--- src/rtl/gpio_pkg.sv ---
// Package: shared register offsets and the condition encoding of the pin controller.
// Assumes a byte-addressed bus with one 32-bit word per register.
package gpio_pkg;

    // Per-pin trigger condition as held in the configuration fields.
    typedef enum logic [1:0] {
        COND_LOW  = 2'd0,
        COND_HIGH = 2'd1,
        COND_RISE = 2'd2,
        COND_FALL = 2'd3
    } gpio_cond_e;

    // Register byte offsets.
    localparam logic [7:0] OFF_DOUT  = 8'h00;
    localparam logic [7:0] OFF_DIR   = 8'h04;
    localparam logic [7:0] OFF_LEVEL = 8'h08;
    localparam logic [7:0] OFF_CFGLO = 8'h0C;
    localparam logic [7:0] OFF_CFGHI = 8'h10;
    localparam logic [7:0] OFF_MASK  = 8'h14;
    localparam logic [7:0] OFF_STAT  = 8'h18;
    localparam logic [7:0] OFF_BOTH  = 8'h1C;

endpackage

--- src/rtl/gpio_in_sync.sv ---
// Module: two-flop synchroniser for the pin inputs plus a one-cycle history stage.
// Assumes pin inputs are asynchronous and each bit is independent (no bus coherency).
module gpio_in_sync #(
    parameter int W = 32
) (
    input  logic         clk,
    input  logic         rst_n,
    input  logic [W-1:0] raw,
    output logic [W-1:0] lvl,
    output logic [W-1:0] lvl_prev
);

    logic [W-1:0] meta;

    // Shift the raw pins through two sync flops, then keep the previous level.
    always_ff @(posedge clk) begin
        if (!rst_n) begin
            meta     <= '0;
            lvl      <= '0;
            lvl_prev <= '0;
        end else begin
            meta     <= raw;
            lvl      <= meta;
            lvl_prev <= lvl;
        end
    end

endmodule

--- src/rtl/gpio_cond_detect.sv ---
// Module: per-pin event detector, combinational.
// Picks each pin's 2-bit condition from the lower or upper configuration word
// and raises a hit when that condition holds this cycle. A both-edges bit
// overrides the code. Assumes NPINS is even and both words are NPINS bits wide.
module gpio_cond_detect
    import gpio_pkg::*;
#(
    parameter int NPINS = 32
) (
    input  logic [NPINS-1:0] lvl,
    input  logic [NPINS-1:0] lvl_prev,
    input  logic [NPINS-1:0] cfg_lo,
    input  logic [NPINS-1:0] cfg_hi,
    input  logic [NPINS-1:0] both_edge,
    output logic [NPINS-1:0] hit
);

    localparam int HALF = NPINS / 2;

    for (genvar i = 0; i < NPINS; i++) begin : g_pin
        logic [1:0] code;
        logic       rise;
        logic       fall;
        logic       hit_b;

        if (i < HALF) begin : g_lo
            assign code = cfg_lo[2*i +: 2];
        end else begin : g_hi
            assign code = cfg_hi[2*(i-HALF) +: 2];
        end

        assign rise = lvl[i] & ~lvl_prev[i];
        assign fall = ~lvl[i] & lvl_prev[i];

        // Evaluate the selected condition for this pin.
        always_comb begin
            if (both_edge[i]) begin
                hit_b = rise | fall;
            end else begin
                unique case (gpio_cond_e'(code))
                    COND_LOW:  hit_b = ~lvl[i];
                    COND_HIGH: hit_b = lvl[i];
                    COND_RISE: hit_b = rise;
                    COND_FALL: hit_b = fall;
                    default:   hit_b = 1'b0;
                endcase
            end
        end

        assign hit[i] = hit_b;
    end

endmodule

--- src/rtl/gpio_regfile.sv ---
// Module: bus register file of the pin controller.
// Holds the output latch, direction, both configuration words, the mask,
// the sticky status and the both-edges register. Status is write-one-to-clear,
// and a hit on the same edge wins over the clear. Reads are combinational.
// Assumes single-cycle accesses at word-aligned offsets.
module gpio_regfile
    import gpio_pkg::*;
#(
    parameter int NPINS = 32,
    parameter int AW    = 5
) (
    input  logic             clk,
    input  logic             rst_n,
    input  logic             bus_sel,
    input  logic             bus_wr,
    input  logic [AW-1:0]    bus_addr,
    input  logic [NPINS-1:0] bus_wdata,
    output logic [NPINS-1:0] bus_rdata,
    input  logic [NPINS-1:0] pad_lvl,
    input  logic [NPINS-1:0] hit,
    output logic [NPINS-1:0] dout_q,
    output logic [NPINS-1:0] dir_q,
    output logic [NPINS-1:0] cfg_lo_q,
    output logic [NPINS-1:0] cfg_hi_q,
    output logic [NPINS-1:0] mask_q,
    output logic [NPINS-1:0] stat_q,
    output logic [NPINS-1:0] both_q
);

    logic             wr_en;
    logic [NPINS-1:0] clr_bits;

    assign wr_en    = bus_sel & bus_wr;
    assign clr_bits = (wr_en && bus_addr == OFF_STAT[AW-1:0]) ? bus_wdata : '0;

    // Plain read/write registers, loaded on a matching write.
    always_ff @(posedge clk) begin
        if (!rst_n) begin
            dout_q   <= '0;
            dir_q    <= '0;
            cfg_lo_q <= '0;
            cfg_hi_q <= '0;
            mask_q   <= '0;
            both_q   <= '0;
        end else if (wr_en) begin
            if (bus_addr == OFF_DOUT[AW-1:0])  dout_q   <= bus_wdata;
            if (bus_addr == OFF_DIR[AW-1:0])   dir_q    <= bus_wdata;
            if (bus_addr == OFF_CFGLO[AW-1:0]) cfg_lo_q <= bus_wdata;
            if (bus_addr == OFF_CFGHI[AW-1:0]) cfg_hi_q <= bus_wdata;
            if (bus_addr == OFF_MASK[AW-1:0])  mask_q   <= bus_wdata;
            if (bus_addr == OFF_BOTH[AW-1:0])  both_q   <= bus_wdata;
        end
    end

    // Sticky status: clear the written ones, then OR in this cycle's hits.
    always_ff @(posedge clk) begin
        if (!rst_n) begin
            stat_q <= '0;
        end else begin
            stat_q <= (stat_q & ~clr_bits) | hit;
        end
    end

    // Read multiplexer; unmapped offsets and idle cycles return zero.
    always_comb begin
        bus_rdata = '0;
        if (bus_sel) begin
            unique case (bus_addr)
                OFF_DOUT[AW-1:0]:  bus_rdata = dout_q;
                OFF_DIR[AW-1:0]:   bus_rdata = dir_q;
                OFF_LEVEL[AW-1:0]: bus_rdata = pad_lvl;
                OFF_CFGLO[AW-1:0]: bus_rdata = cfg_lo_q;
                OFF_CFGHI[AW-1:0]: bus_rdata = cfg_hi_q;
                OFF_MASK[AW-1:0]:  bus_rdata = mask_q;
                OFF_STAT[AW-1:0]:  bus_rdata = stat_q;
                OFF_BOTH[AW-1:0]:  bus_rdata = both_q;
                default:           bus_rdata = '0;
            endcase
        end
    end

endmodule

--- src/rtl/gpio_irq_ctrl.sv ---
// Module: top of the pin controller with event detection.
// Chains synchroniser -> condition detector -> register file and folds the
// masked status into one interrupt per half of the pins. Assumes NPINS is even.
module gpio_irq_ctrl #(
    parameter int NPINS = 32,
    parameter int AW    = 5
) (
    input  logic             clk,
    input  logic             rst_n,
    input  logic             bus_sel,
    input  logic             bus_wr,
    input  logic [AW-1:0]    bus_addr,
    input  logic [NPINS-1:0] bus_wdata,
    output logic [NPINS-1:0] bus_rdata,
    input  logic [NPINS-1:0] pin_in,
    output logic [NPINS-1:0] pin_out,
    output logic [NPINS-1:0] pin_oe,
    output logic             irq_lo,
    output logic             irq_hi
);

    localparam int HALF = NPINS / 2;

    logic [NPINS-1:0] lvl, lvl_prev, hit;
    logic [NPINS-1:0] dout_q, dir_q, cfg_lo_q, cfg_hi_q, mask_q, stat_q, both_q;
    logic [NPINS-1:0] pending;

    gpio_in_sync #(.W(NPINS)) u_sync (
        .clk      (clk),
        .rst_n    (rst_n),
        .raw      (pin_in),
        .lvl      (lvl),
        .lvl_prev (lvl_prev)
    );

    gpio_cond_detect #(.NPINS(NPINS)) u_detect (
        .lvl       (lvl),
        .lvl_prev  (lvl_prev),
        .cfg_lo    (cfg_lo_q),
        .cfg_hi    (cfg_hi_q),
        .both_edge (both_q),
        .hit       (hit)
    );

    gpio_regfile #(.NPINS(NPINS), .AW(AW)) u_regs (
        .clk       (clk),
        .rst_n     (rst_n),
        .bus_sel   (bus_sel),
        .bus_wr    (bus_wr),
        .bus_addr  (bus_addr),
        .bus_wdata (bus_wdata),
        .bus_rdata (bus_rdata),
        .pad_lvl   (lvl),
        .hit       (hit),
        .dout_q    (dout_q),
        .dir_q     (dir_q),
        .cfg_lo_q  (cfg_lo_q),
        .cfg_hi_q  (cfg_hi_q),
        .mask_q    (mask_q),
        .stat_q    (stat_q),
        .both_q    (both_q)
    );

    // Pin drive straight from the latch and direction registers.
    assign pin_out = dout_q;
    assign pin_oe  = dir_q;

    // Masked status folded per half into the two interrupt lines.
    assign pending = stat_q & mask_q;
    assign irq_lo  = |pending[HALF-1:0];
    assign irq_hi  = |pending[NPINS-1:HALF];

endmodule

--- config.mk ---
export PLATFORM = sky130hd
export DESIGN_NAME = gpio_irq_ctrl
export DESIGN_NICKNAME = d
export VERILOG_FILES = /design/src/rtl/gpio_pkg.sv /design/src/rtl/gpio_in_sync.sv /design/src/rtl/gpio_cond_detect.sv /design/src/rtl/gpio_regfile.sv /design/src/rtl/gpio_irq_ctrl.sv
export SDC_FILE = /design/constraint.sdc
export NUM_CORES = 1
export LEC_CHECK = 0
export CAP_MARGIN = 20
export CORE_MARGIN = 2
export CORE_UTILIZATION = 61
export DETAILED_ROUTE_END_ITERATION = 7
export HOLD_SLACK_MARGIN = 0.12
export PLACE_DENSITY_LB_ADDON = 0.1
export SYNTH_ARGS = -nofsm -noshare
export SYNTH_HDL_FRONTEND = slang
export SYNTH_SLANG_ARGS = --single-unit
--- constraint.sdc ---
create_clock -name clk -period 5 [get_ports clk]
set_clock_uncertainty 0.15 [all_clocks]
set_input_delay 1.5 -clock clk [delete_from_list [all_inputs] [get_ports clk]]
set_output_delay 1.5 -clock clk [all_outputs]
set_load 0.05 [all_outputs]
==> out/qor.yml <==
cts_buffers: 35
viasPerCell: 6.10
setup_viol: 0
grt_pass1_wl_um: 74700
grt_antenna_before_repair: 1
crit_family: "simple AND/OR/NAND/NOR gates"
clk_pin_slew_ns: 0.06
drv_cap: 0
synthCells: 1809
grt_remaining_overflow: 0
hold_path.class: "reg -> reg"
place_hpwl_um: 32300
clk_latency_ns: 0.52
cp_common_cell: "buf_12"
cp-end-kind: "primary output"
postSynthAreaPerCell_um2: 8.54
start_util: 0.617
layout_common_cells: "nand2_1 (493), dfxtp_1 (320), clkdlybuf4s50_1 (132)"
outcome: "finished clean"
cts_root_buf: "clkbuf_16"
path_cells: "dlygate4sd2_1 > or3b_4 > nor3_4 > buf_12 > a22oi_1 > a31oi_2 > buf_12"
ant_nets: 0
htree_levels: 2
drt_wl_total_um: 48300
period_share: 0.991
vias: 14000
ys_seq_elements: 320
clock_sinks: 320
crit_slowest_cell: "or3b_4"
rsz0062_at_grt: "no"
dieArea_um2: 26600
globalplace.congestion: 0.903
die_h_um: 163
yosys.cell_types.count: 43
first_iter_violations: 1723
fin_crit_ns: 4.96
synth_compound_area_frac: 0.232
fin_cells: 2301
synth.largest_area_cell: "dfxtp_1"
synth_fp_nets: 1946
syn_to_final_growth_pct: 24.7
nets: 2082
seq_area_frac_synth: 0.414
synth_xor_area_frac: 0.00113
drtPass1Iterations: 5
synth_top_family_by_area: "compound AO/OA/AOI/OAI gates"
dp.cells: 2237
synthMuxAreaShare: 0.0516
std_cell_rows: 58
critPathMaxStageDelay_ns: 0.44
post_drt_wl_per_cell_um: 21.0
ios: 171
hold_buffers: 0
die_w_um: 163
drive_above_1_share: 0.118
grt_pass1_vias: 13500
post_cts_buffers: 0
syn_area_um2: 15500
synth_top_area_share: 0.414
clk_path_buf_depth: 3
worst-path-max-fanout: 18
slew_headroom: 0.383
critical_path_class: "in -> out"
layout_commonest_cell: "nand2_1"
port_buffers: 170
crit_path_start_kind: "input port"
hold_viol_final: 0
drv_slew: 0
synth-simple-area-share: 0.198
ys_warn_count: 0
cts_tree: "built"
grt_usage: 0.361
synthTopCellsByArea: "dfxtp_1 (41%), nand2_1 (12%), a21boi_1 (5.4%), ha_1 (5.2%), a21boi_0 (4.5%)"
synth_fa_ha_area_frac: 0.0518
drc_errors: 0
worst_ep_required_time_ns: 3.35
cellLeakagePower_uw: 0.00703
diodes: 0
final_critical_path_setup_slack_ns: 0.0446
p_per_area_nw_per_um2: 300
crit_arrival_ns: 3.31
post-place-ws_ns: -0.109
ir_worst_vdd_uv: 261
grt_max_degree: 143
fmax_ghz: 0.202
worst_pin_slew_ns: 0.926
coreArea_um2: 25000
path_buf_inv: 3
## cell usage after synthesis
cell type	instances
a211o_1	19
a211oi_1	19
a21boi_0	93
a21boi_1	112
a21o_1	17
a21oi_1	22
a221oi_1	8
a22o_1	40
a22oi_1	31
a31o_2	19
a31oi_1	29
and2_0	1
and2_1	96
and3_1	5
buf_1	5
buf_2	35
buf_4	9
clkbuf_1	74
dfxtp_1	320
ha_1	64
inv_1	65
mux2_2	34
mux2i_1	37
mux4_2	2
nand2_1	493
nand2b_1	7
nand3_1	4
nand4_1	2
nor2_1	18
nor2b_1	42
nor3_1	17
nor3_2	4
nor3b_2	1
o211a_1	7
o21a_1	7
o21ai_0	2
o2bb2ai_1	29
o31a_1	6
o31ai_1	7
o32ai_1	1
or3_1	3
or3b_4	1
xor2_1	2
## sequential cells by signal (all words and copies together), names as in the netlist
name	count
u_sync.meta	32
u_regs.both_q	32
u_regs.cfg_lo_q	32
u_regs.stat_q	32
u_sync.lvl_prev	32
u_regs.mask_q	32
u_regs.dout_q	32
u_sync.lvl	32
u_regs.dir_q	32
u_regs.cfg_hi_q	32
## power breakdown
| group | internal [µW] | switching (µW) | total (µW) |
|---|---|---|---|
| Sequential | 2610 | 56.6 | 2670 |
| Combinational | 215 | 240 | 456 |
| Clock | 1580 | 1070 | 2660 |
| Total | 4400 | 1370 | 5780 |
## cell families (layout without fill, tap and decap cells)
kind of cell / count (synthesis) / after routing
DFF: 320 / 320
buffers and inverters: 188 / 350
muxes: 73 / 73
xor gates and xnor gates: 2 / 2
AOI/OAI and AO/OA: 468 / 468
adders and majority gates: 64 / 64
and+or+nand+nor: 694 / 694
## cell type report
type	count	area (µm²)
sequential	320	6410
clock inverter	11	130
clock buffer	52	1060
tap	330	413
timing repair buffer	222	2570
multi-input combinational	1301	8450
inverter	65	244
fill	1792	5760
## timing repair
| item | in CTS | in global routing |
|---|---|---|
| cloned | 1 | 0 |
| pin swaps | 4 | 2 |
| endpoints found under the setup margin | 21 | 18 |
| resized for setup | 9 | 0 |
## final timing paths
| path | slack [ns] | depth (start not counted) | endpoint | from |
|---|---|---|---|---|
| worst max-delay path | 0.04 | 7 | bus_rdata[17] | bus_addr[0] |
| worst min-delay path | 0.28 | 1 | u_sync.lvl[23] | u_sync.meta[23] |
| worst max register to register | 3.18 | 5 | u_regs.stat_q[21] | u_sync.lvl[21] |
| worst min register to register | 0.28 | 1 | u_sync.lvl[23] | u_sync.meta[23] |
## per-layer routing
layer	track usage	up-vias	share of wire
met2	0.568	790	0.44
li1	-	6434	-
met5	0	-	0.00023
met4	0.142	2	0.038
met1	0.485	6659	0.41
met3	0.0769	141	0.11
## metrics by stage
stage / setup TNS, ns / power (µW) / area [µm²] / utilization / hold slack, ns
3_3_place_gp: -0.297 / 3150 / 18100 / 0.721 / 0.263
3_5_place_dp: -0.755 / 3160 / 18100 / 0.721 / 0.268
4_1_cts: 0 / 5770 / 19300 / 0.770 / 0.278
2_1_floorplan: 0 / 2960 / 15600 / - / 0.262
6_report: 0 / 5780 / 19300 / 0.770 / 0.277
5_1_grt: 0 / 5930 / 19300 / 0.770 / 0.286
## worst register-to-register path, cell delays in order (launching register included)
cell,delay (ns)
dfxtp_1,0.54
inv_1,0.09
ha_1,0.21
a21o_1,0.18
a211o_1,0.30
a31o_2,0.24
Power figures use the tool's default switching activity.
